<file path="config.mk">
export PLATFORM = sky130hd
export DESIGN_NAME = dual_buf_fetch
export DESIGN_NICKNAME = d
export VERILOG_FILES = /design/src/rtl/dbf_pkg.sv /design/src/rtl/dbf_slot.sv /design/src/rtl/dbf_decode.sv /design/src/rtl/dbf_ctl.sv /design/src/rtl/dual_buf_fetch.sv
export SDC_FILE = /design/constraint.sdc
export NUM_CORES = 1
export LEC_CHECK = 0
export ABC_AREA = 1
export BUFFER_PORTS_ARGS = -buffer_cell sky130_fd_sc_hd__buf_2
export CAP_MARGIN = 5
export CELL_PAD_IN_SITES_DETAIL_PLACEMENT = 1
export CELL_PAD_IN_SITES_GLOBAL_PLACEMENT = 1
export CORE_MARGIN = 2
export CORE_UTILIZATION = 36
export CTS_BUF_LIST = sky130_fd_sc_hd__clkbuf_8
export DETAILED_ROUTE_END_ITERATION = 6
export GPL_ROUTABILITY_DRIVEN = 0
export PLACE_DENSITY = 0.78
export SETUP_SLACK_MARGIN = 0.3
export SYNTH_ARGS = -nofsm -noshare
export SYNTH_HDL_FRONTEND = slang
export SYNTH_SLANG_ARGS = --single-unit
</file>
<file path="constraint.sdc">
create_clock -name clk -period 1.74 [get_ports clk]
set_input_delay 0.348 -clock clk [delete_from_list [all_inputs] [get_ports clk]]
set_output_delay 0.348 -clock clk [all_outputs]
set_load 0.01 [all_outputs]
</file>
<file path="src/rtl/dbf_pkg.sv">
`timescale 1ns/1ps
package dbf_pkg;
  localparam int OPC_W = 6;
  localparam int INT_W = 2;
  localparam int EXT_W = 3;

  typedef enum logic {MODE_SEEK = 1'b0, MODE_TRACK = 1'b1} mode_e;
  typedef enum logic {DST_BASE = 1'b0, DST_NEXT = 1'b1} dst_e;
endpackage

</file>
<file path="src/rtl/dbf_slot.sv">
`timescale 1ns/1ps
module dbf_slot #(
  parameter int W = 38
) (
  input  logic         clk,
  input  logic         rst,
  input  logic         clr,
  input  logic         ld,
  input  logic [W-1:0] d,
  output logic         v,
  output logic [W-1:0] q
);
  always_ff @(posedge clk) begin
    if (rst) begin
      v <= 1'b0;
      q <= '0;
    end else if (clr) begin
      v <= 1'b0;
    end else if (ld) begin
      v <= 1'b1;
      q <= d;
    end
  end
endmodule

</file>
<file path="src/rtl/dbf_decode.sv">
`timescale 1ns/1ps
module dbf_decode
  import dbf_pkg::*;
#(
  parameter int INSTR_W = 38,
  localparam int REF_W = INSTR_W - OPC_W
) (
  input  logic [INSTR_W-1:0] instr,
  output logic               open_f,
  output logic [INT_W-1:0]   int_op,
  output logic [EXT_W-1:0]   ext_op,
  output logic [REF_W-1:0]   ref_o,
  output logic               nop
);
  logic [OPC_W-1:0] opc;

  always_comb begin
    opc    = instr[INSTR_W-1 -: OPC_W];
    open_f = opc[OPC_W-1];
    int_op = opc[OPC_W-2 -: INT_W];
    ext_op = opc[EXT_W-1:0];
    ref_o  = instr[REF_W-1:0];
    nop    = (opc == '0);
  end
endmodule

</file>
<file path="src/rtl/dbf_ctl.sv">
`timescale 1ns/1ps
module dbf_ctl
  import dbf_pkg::*;
#(
  parameter int PC_W    = 8,
  parameter int INSTR_W = 38
) (
  input  logic               clk,
  input  logic               rst,
  input  logic               start,
  input  logic               advance,
  input  logic               fail,
  input  logic               load,
  input  logic [PC_W-1:0]    load_pc,
  input  logic [INSTR_W-1:0] rdata,
  input  logic               bak_v,
  input  logic [INSTR_W-1:0] bak_q,
  input  logic               nxt_v,
  input  logic [INSTR_W-1:0] nxt_q,
  output logic [1:0]         slot_clr,
  output logic [1:0]         slot_ld,
  output logic               rd_en,
  output logic [PC_W-1:0]    rd_addr,
  output logic               cur_v,
  output logic [PC_W-1:0]    cur_pc,
  output logic [INSTR_W-1:0] cur_ins,
  output logic               tracking,
  output logic [PC_W-1:0]    base_pc
);
  localparam logic [PC_W-1:0] ONE = PC_W'(1);

  mode_e               mode_q;
  dst_e                dst_q, dst_n;
  logic                req_q;
  logic [PC_W-1:0]     base_q, nxt_pc_q, cur_pc_q;
  logic                cur_v_q;
  logic [INSTR_W-1:0]  cur_ins_q, next_ins;
  logic                got_base, got_next, next_hit;
  logic                do_load, do_fail, do_step;

  always_comb begin
    got_base = req_q && (dst_q == DST_BASE);
    got_next = req_q && (dst_q == DST_NEXT);
    next_hit = nxt_v || got_next;
    next_ins = nxt_v ? nxt_q : rdata;
    do_load  = load;
    do_fail  = !load && fail && cur_v_q && (mode_q == MODE_TRACK);
    do_step  = !load && !do_fail && cur_v_q && next_hit &&
               (((mode_q == MODE_SEEK) && start) || ((mode_q == MODE_TRACK) && advance));

    rd_en   = 1'b1;
    rd_addr = nxt_pc_q;
    dst_n   = DST_NEXT;
    if (do_load) begin
      rd_addr = load_pc;
      dst_n   = DST_BASE;
    end else if (do_fail) begin
      rd_addr = base_q + ONE;
    end else if (do_step) begin
      rd_addr = nxt_pc_q + ONE;
    end else if (!(bak_v || got_base)) begin
      rd_addr = base_q;
      dst_n   = DST_BASE;
    end else if (!next_hit) begin
      rd_addr = nxt_pc_q;
    end else begin
      rd_en   = 1'b0;
    end

    slot_clr[0] = do_load;
    slot_ld[0]  = got_base;
    slot_clr[1] = do_load || do_fail || do_step;
    slot_ld[1]  = got_next;
  end

  always_ff @(posedge clk) begin
    if (rst) begin
      mode_q    <= MODE_SEEK;
      dst_q     <= DST_BASE;
      req_q     <= 1'b0;
      base_q    <= '0;
      nxt_pc_q  <= ONE;
      cur_pc_q  <= '0;
      cur_v_q   <= 1'b0;
      cur_ins_q <= '0;
    end else begin
      req_q <= rd_en;
      dst_q <= dst_n;
      if (do_load) begin
        mode_q   <= MODE_SEEK;
        base_q   <= load_pc;
        nxt_pc_q <= load_pc + ONE;
        cur_v_q  <= 1'b0;
      end else if (do_fail) begin
        mode_q    <= MODE_SEEK;
        cur_ins_q <= bak_q;
        cur_pc_q  <= base_q;
        cur_v_q   <= 1'b1;
        nxt_pc_q  <= base_q + ONE;
      end else if (do_step) begin
        mode_q    <= MODE_TRACK;
        cur_ins_q <= next_ins;
        cur_pc_q  <= nxt_pc_q;
        cur_v_q   <= 1'b1;
        nxt_pc_q  <= nxt_pc_q + ONE;
      end else if (got_base) begin
        cur_ins_q <= rdata;
        cur_pc_q  <= base_q;
        cur_v_q   <= 1'b1;
      end
    end
  end

  assign cur_v    = cur_v_q;
  assign cur_pc   = cur_pc_q;
  assign cur_ins  = cur_ins_q;
  assign tracking = (mode_q == MODE_TRACK);
  assign base_pc  = base_q;
endmodule

</file>
<file path="src/rtl/dual_buf_fetch.sv">
`timescale 1ns/1ps
module dual_buf_fetch
  import dbf_pkg::*;
#(
  parameter int PC_W      = 8,
  parameter int CHAR_W    = 8,
  parameter int CLUSTER_W = 4,
  localparam int REF_W    = CHAR_W * CLUSTER_W,
  localparam int INSTR_W  = OPC_W + REF_W
) (
  input  logic               clk,
  input  logic               rst,
  output logic               imem_rd_en,
  output logic [PC_W-1:0]    imem_addr,
  input  logic [INSTR_W-1:0] imem_rdata,
  input  logic               mt_start,
  input  logic               mt_advance,
  input  logic               mt_fail,
  input  logic               pc_load,
  input  logic [PC_W-1:0]    pc_load_addr,
  output logic               cur_valid,
  output logic [PC_W-1:0]    cur_pc,
  output logic [INSTR_W-1:0] cur_instr,
  output logic               dec_open,
  output logic [INT_W-1:0]   dec_int_op,
  output logic [EXT_W-1:0]   dec_ext_op,
  output logic [REF_W-1:0]   dec_ref,
  output logic               dec_nop
);
  logic [1:0]         slot_clr, slot_ld, slot_v;
  logic [INSTR_W-1:0] slot_q [2];
  logic               tracking;
  logic [PC_W-1:0]    base_pc;

  // slot 0 keeps the pattern's first instruction, slot 1 runs ahead
  for (genvar s = 0; s < 2; s++) begin : g_slot
    dbf_slot #(.W(INSTR_W)) u_slot (
      .clk (clk),
      .rst (rst),
      .clr (slot_clr[s]),
      .ld  (slot_ld[s]),
      .d   (imem_rdata),
      .v   (slot_v[s]),
      .q   (slot_q[s])
    );
  end

  dbf_ctl #(.PC_W(PC_W), .INSTR_W(INSTR_W)) u_ctl (
    .clk      (clk),
    .rst      (rst),
    .start    (mt_start),
    .advance  (mt_advance),
    .fail     (mt_fail),
    .load     (pc_load),
    .load_pc  (pc_load_addr),
    .rdata    (imem_rdata),
    .bak_v    (slot_v[0]),
    .bak_q    (slot_q[0]),
    .nxt_v    (slot_v[1]),
    .nxt_q    (slot_q[1]),
    .slot_clr (slot_clr),
    .slot_ld  (slot_ld),
    .rd_en    (imem_rd_en),
    .rd_addr  (imem_addr),
    .cur_v    (cur_valid),
    .cur_pc   (cur_pc),
    .cur_ins  (cur_instr),
    .tracking (tracking),
    .base_pc  (base_pc)
  );

  dbf_decode #(.INSTR_W(INSTR_W)) u_dec (
    .instr  (cur_instr),
    .open_f (dec_open),
    .int_op (dec_int_op),
    .ext_op (dec_ext_op),
    .ref_o  (dec_ref),
    .nop    (dec_nop)
  );
endmodule

</file>
-- Word level (Yosys, flattened, before mapping)
Index checks and enable logic that the tools add are counted.
- register bits after elaboration: 144
- latch bits: 0
- memory bits (writable): 0
- ROM bits: 0
- bits of input ports: 52
- output and inout bits: 95
- logic and storage cells: 71
- memories kept: 0
- $add $sub $neg: 3
- multiply operators: 0
- divide/modulo/power cells: 0
- magnitude comparators: 0
- equality and inequality tests: 0
- shift-type cells: 0
- muxes and demuxes: 25
- bitwise gates (word level): 4
- reduce and logical (&&, ||, !) cells: 27
- operator list (operator ; number):
    two-way mux 38 bit ; 4
    two-way mux 8 bit ; 10
    adder 8 x 1 -> 8 bit (second input constant) ; 3
    logical AND 1 bit ; 11
    two-way mux 1 bit ; 11
    logical NOT 6 bit ; 1
    AND reduction 2 bit ; 3
    nonzero test 3 bit ; 2
    logical OR 1 bit ; 5
    NOT 1 bit ; 4
    OR reduction 2 bit ; 2
    OR reduction 3 bit ; 1
    logical NOT 1 bit ; 2

-- Logic depth before layout (Yosys ltp)
- word-level depth: 12
- mapped depth: 12
- gate-level depth less buffers: 11

-- Cells and area by module
Synthesis repeated with hierarchy kept, for this count alone.
- cells, all modules: 1459
- area total of the unflattened synthesis: 8560.7 sq um
- modules (own cells, without submodules) (module ; instances ; cells each ; area an instance (sq um) ; sequential area each (sq um)):
    dbf_ctl ; 1 ; 914 ; 4953.5 ; 1321.3
    dbf_slot ; 2 ; 251 ; 1650.3 ; 780.7
    dbf_decode ; 1 ; 43 ; 306.5 ; 0.0

-- Worst setup path before layout
Ideal clock, no wire load.
- path type: in2out
- start point: input port pc_load
- end point: output port imem_addr[1]
- data arrival time: 1.451 ns
- required time: 1.392 ns
- slack: -0.059 ns
- stages: 10
- buffers on the path: 3
- cell sequence: buf_6 > inv_6 > nand3_1 > inv_2 > nand3_2 > buf_4 > buf_6 > nand3_1 > o21ai_0 > o21bai_1
- word-level cells in the longest chain between the ends: 12
- RTL lines (item ; RTL line ; text):
    from (decl) ; dual_buf_fetch.sv:19 ; input logic pc_load,
    logical NOT 1 bit ; dbf_ctl.sv:47, dbf_ctl.sv:48 ;
    logical AND 1 bit (3 in a row) ; dbf_ctl.sv:47 ; do_fail = !load && fail && cur_v_q && (mode_q == MODE_TRACK);
    logical NOT 1 bit ; dbf_ctl.sv:48 ; do_step = !load && !do_fail && cur_v_q && next_hit &&
    logical AND 1 bit (4 in a row) ; dbf_ctl.sv:48 ;
    two-way mux 8 bit ; dbf_ctl.sv:59 ; end else if (do_step) begin
    two-way mux 8 bit ; dbf_ctl.sv:57 ; end else if (do_fail) begin
    two-way mux 8 bit (*) ; dbf_ctl.sv:54 ; if (do_load) begin
    to (decl) ; dual_buf_fetch.sv:14 ; output logic [PC_W-1:0] imem_addr,
Mark *: on every way between the ends. The rest lies on a longest branch, timed or not.

-- Worst setup path after layout
- start point: register u_ctl.dst_q
- end point: output port imem_addr[3]
- word-level cells in the longest chain between the ends: 7
- elaborated cells on any way between the ends: 11
- those cells by class: mux: 4; bitwise: 1; reduce/logical: 6
- RTL lines (item ; RTL line ; text):
    from (decl) ; dbf_ctl.sv:33 ; dst_e dst_q, dst_n;
    from (signal assigned) ; dbf_ctl.sv:88 ; dst_q <= dst_n;
    NOT 1 bit or logical AND 1 bit (tied branches) ; dbf_ctl.sv:42, dbf_ctl.sv:43 ;
    logical AND 1 bit or logical OR 1 bit (tied branches) ; dbf_ctl.sv:42, dbf_ctl.sv:44 ;
    logical OR 1 bit or logical AND 1 bit (tied branches) ; dbf_ctl.sv:61, dbf_ctl.sv:48 ;
    two-way mux 8 bit or logical AND 1 bit (tied branches) ; dbf_ctl.sv:61, dbf_ctl.sv:48 ;
    two-way mux 8 bit (*) ; dbf_ctl.sv:59 ;
    two-way mux 8 bit (*) ; dbf_ctl.sv:57 ;
    two-way mux 8 bit (*) ; dbf_ctl.sv:54 ;
Marked as above.

==> summary.md <==
| Metric | Value |
|---|---|
| Outcome | `finished with violations` |
| Violated checks | `setup timing` |
| CTS Buffer Depth | `2` |
| Kind of critical path | `register to output port` |
| Top Ports | `about 150` |
| Post-Layout Cell Count | `approximately 1800` |
| Synth Register Bits | `around 140` |
| Reg-to-reg slack, setup | `-0.39 ns` |
| Sequential Area | `between 2000 and 3000 sq um` |
| Buf+Inv Stages, Crit Path | `3` |
| Reg2Reg Depth | `13` |
| Ant diodes | `0` |
| WHS | `0.140 ns` |
| WP data required | `1.39 ns` |
| Multi-input gate area | `~4800 sq um` |
| Hold-critical path endpoint | `g_slot[1].u_slot.q[8]$_SDFFE_PP0P_` |
| Dpl cells | `1686` |
| Distinct cells, synth | `32` |
| Dpl hpwl | `18900 um` |
| Warnings, synthesis | `0` |
| Synthesis-to-layout area growth | `36.9%` |
| Final Critical Period | `approximately 2.4 ns` |
| Htree depth | `4` |
| WL/cell | `between 20 and 25 um` |
| Clk sink count | `~140` |
| Largest net degree at the start of global routing | `42` |
| DR vias/cell | `5.57` |
| Slowest-stage cell, CP | `dfxtp_2` |
| Core area | `22400 sq um` |
| Post-synthesis sequential area ratio | `0.353` |
| Worst vdd ir | `between 0.5 and 0.6 mV` |
| Routed vias | `just under 10000` |
| Pins Over Slew Limit | `0` |
| Pre-Repair DR Iteration Count | `5` |
| Layout cells sized above 1 | `0.317` |
| Slew at the pin closest to its max-slew limit | `~0.5 ns` |
| Post-Synthesis Cells | `about 1300` |
| Final setup violation count | `between 100 and 150` |
| Hold Fails Final Rpt | `0` |
| # DRC | `0` |
| Die height | `155 um` |
| Max_cap viols | `0` |
| Starting Density | `0.364` |
| Die area | `around 24000 sq um` |
| PortBufs | `between 100 and 150` |
| Final WL | `approximately 36000 um` |
| Leak | `5.11 nW` |
| Number of fill cells | `around 2900` |
| Hold Crit Class | `input port to register` |
| Most used cell, CP | `nand2_1` |
| Final period util | `1.41` |
| CP endpoint kind | `output port` |
| Num rows | `55` |
| Total global-route track usage | `0.263` |
| Antenna viol nets, final | `0` |
| GRT overflow | `0` |
| Nets | `around 1500` |
| Max incr delay on CP | `around 0.34 ns` |
| Vias in the first global route | `9309` |
| DR iter-0 viols | `roughly 910` |
| Place WS | `-0.238 ns` |
| FF-to-FF Start | `u_ctl.tracking$_SDFFE_PP0P_` |
| CP startpoint kind | `register` |
| RSZ-0062 raised after global routing | `true` |
| Initial antenna violation count | `1` |
| Root Driver | `clkbuf_8` |
| Max FO, Critical Path | `9` |
| Pwr dens | `~730 nW/um^2` |
| Syn Std Cell Area | `around 8200 sq um` |
| CTS tree | `done` |
| Hold path depth | `3` |
| CP Cell Sequence | `inv_1, nand2_2, nand2_4, buf_6, nand2_1, o21ai_1, nand2_2, nand2_2, nand2_1, nand2_1, nand2_1, buf_2` |
| Critical path's top delay family | `simple AND/OR/NAND/NOR gates` |
| Final WS setup | `-0.708 ns` |
| Worst-Skew Late Latency | `~0.50 ns` |
| Clock Skews | `0.0185 ns` |
| Syn avg cell area | `between 6 and 7 sq um` |
| Hold path startpoint | `imem_rdata[8]` |
| RR Endpoint | `u_ctl.cur_ins[15]$_SDFFE_PP0P_` |
| Worst path arrival time | `between 2 and 2.5 ns` |
| Die Wd | `around 150 um` |
| Slew headroom | `0.666` |
| Clock slew at reported path FFs | `roughly 0.10 ns` |
| Total CTS buffers | `17` |
| Peak Freq | `409 MHz` |
| First-pass GRT wire length | `~50000 um` |
| Syn Nets | `around 1400` |
==> cell type report <==
cell class              instances  share of cell area
multi-input cells             914               0.430
flip-flops and latches        144               0.261
repair buffers                271               0.203
inverters                     121              0.0417
well taps                     285              0.0319
clock buffers                  18              0.0222
clock inverters                14              0.0110
==> layout by cell type (no fill, tap or decap), types with 44 or more instances in the layout <==
| cell type | count |
|---|---|
| nand4_1 | 44 |
| buf_4 | 67 |
| dfxtp_1 | 132 |
| o21ai_0 | 48 |
| buf_2 | 141 |
| inv_1 | 114 |
| nand3_1 | 56 |
| a21oi_1 | 91 |
| nand2_1 | 387 |
| nor2_1 | 104 |
==> worst min-delay path, cell delays in order <==
cell and delay (ns):
buf_2 0.13, nand3_2 0.08, a21oi_2 0.04
==> worst max path at each step <==
stage | start | endpoint | slack, ns | cells after the start
floorplan | pc_load | imem_addr[1] | 0.03 | 10
detailed placement | u_ctl.cur_v$_SDFFE_PP0P_ | imem_addr[2] | -0.24 | 7
global route | u_ctl.tracking$_SDFFE_PP0P_ | imem_addr[5] | -0.77 | 11
global placement | pc_load | imem_addr[3] | -0.19 | 10
finish | u_ctl.dst_q$_SDFF_PP0_ | imem_addr[3] | -0.71 | 12
CTS | u_ctl.tracking$_SDFFE_PP0P_ | imem_addr[6] | -0.47 | 11
==> routing by layer <==
metal / vias to the layer above / track usage / wire length [um]
li1: 4466 / - / -
met1: 4780 / 0.331 / 14900
met2: 453 / 0.447 / 17700
met3: 136 / 0.0412 / 2170
met4: 2 / 0.116 / 1650
met5: - / 0 / 11
==> report_power, final <==
| part | total (W) | leakage (nW) | internal (W) | switching (W) |
|---|---|---|---|---|
| combinational | 0.00183 | 3.75 | 0.000706 | 0.00112 |
| sequential | 0.00363 | 1.19 | 0.00348 | 0.000147 |
| clock | 0.00269 | 0.183 | 0.00107 | 0.00162 |
| total | 0.00815 | 5.11 | 0.00526 | 0.00289 |
==> flip-flops by register name, summed over array words and instances (netlist names), 2 cells and up <==
| signal | count |
|---|---|
| g_slot.u_slot.q | 76 |
| g_slot.u_slot.v | 2 |
| u_ctl.base_pc | 8 |
| u_ctl.cur_ins | 38 |
| u_ctl.cur_pc | 8 |
| u_ctl.nxt_pc_q | 8 |
==> synth_stat cells <==
cell | instances | share of area
buf_4 | 48 | 0.044
xor2_1 | 2 | 0.0021
nand4_2 | 1 | 0.0015
clkinv_1 | 1 | 0.00046
a21oi_1 | 123 | 0.075
nor3_1 | 1 | 0.00061
nand2_4 | 1 | 0.0014
dfxtp_1 | 144 | 0.35
nand2_1 | 430 | 0.20
buf_1 | 1 | 0.00046
o21ai_0 | 61 | 0.037
a211oi_1 | 2 | 0.0018
o22ai_1 | 6 | 0.0046
nand3_2 | 2 | 0.0025
nand3_1 | 108 | 0.066
ha_1 | 3 | 0.0046
inv_1 | 116 | 0.053
or2_2 | 1 | 0.00077
o21ai_1 | 6 | 0.0037
nand2_2 | 2 | 0.0015
nor2_1 | 110 | 0.051
buf_6 | 11 | 0.015
clkbuf_1 | 44 | 0.020
inv_2 | 3 | 0.0014
nand4_1 | 44 | 0.034
inv_6 | 1 | 0.0011
o21bai_1 | 3 | 0.0028
nor2_4 | 2 | 0.0028
a21o_1 | 1 | 0.00092
o211ai_1 | 2 | 0.0018
a31oi_1 | 2 | 0.0015
buf_2 | 24 | 0.015
==> kinds of logic after synthesis <==
group,synth area share
flops,0.353
compound gates,0.130
buf+inv,0.151
fa+ha+maj,0.00460
xor+xnor,0.00215
simple gates,0.359
==> timing repair <==
item | 4_1_cts | 5_1_grt
buffers inserted | 25 | 10
pin swaps | 39 | 34
hold buffers | 0 | 0
resized for setup | 130 | 119
endpoints found under the hold margin | 0 | 0
cloned | 8 | 6
setup endpoints to repair | 107 | 133
==> per-stage QoR <==
stage	util	instance area, sq um	total power (W)	setup TNS [ns]
6_report	0.498	11200	0.00815	-31.67
5_1_grt	0.498	11200	0.00846	-36.03
4_1_cts	0.465	10400	0.00788	-8.76
3_5_place_dp	0.411	9220	0.00511	-16.47
3_3_place_gp	0.411	9220	0.00506	-10.37
2_1_floorplan	-	8230	0.00458	0
Note: power is estimated with default switching activity, not from simulation.
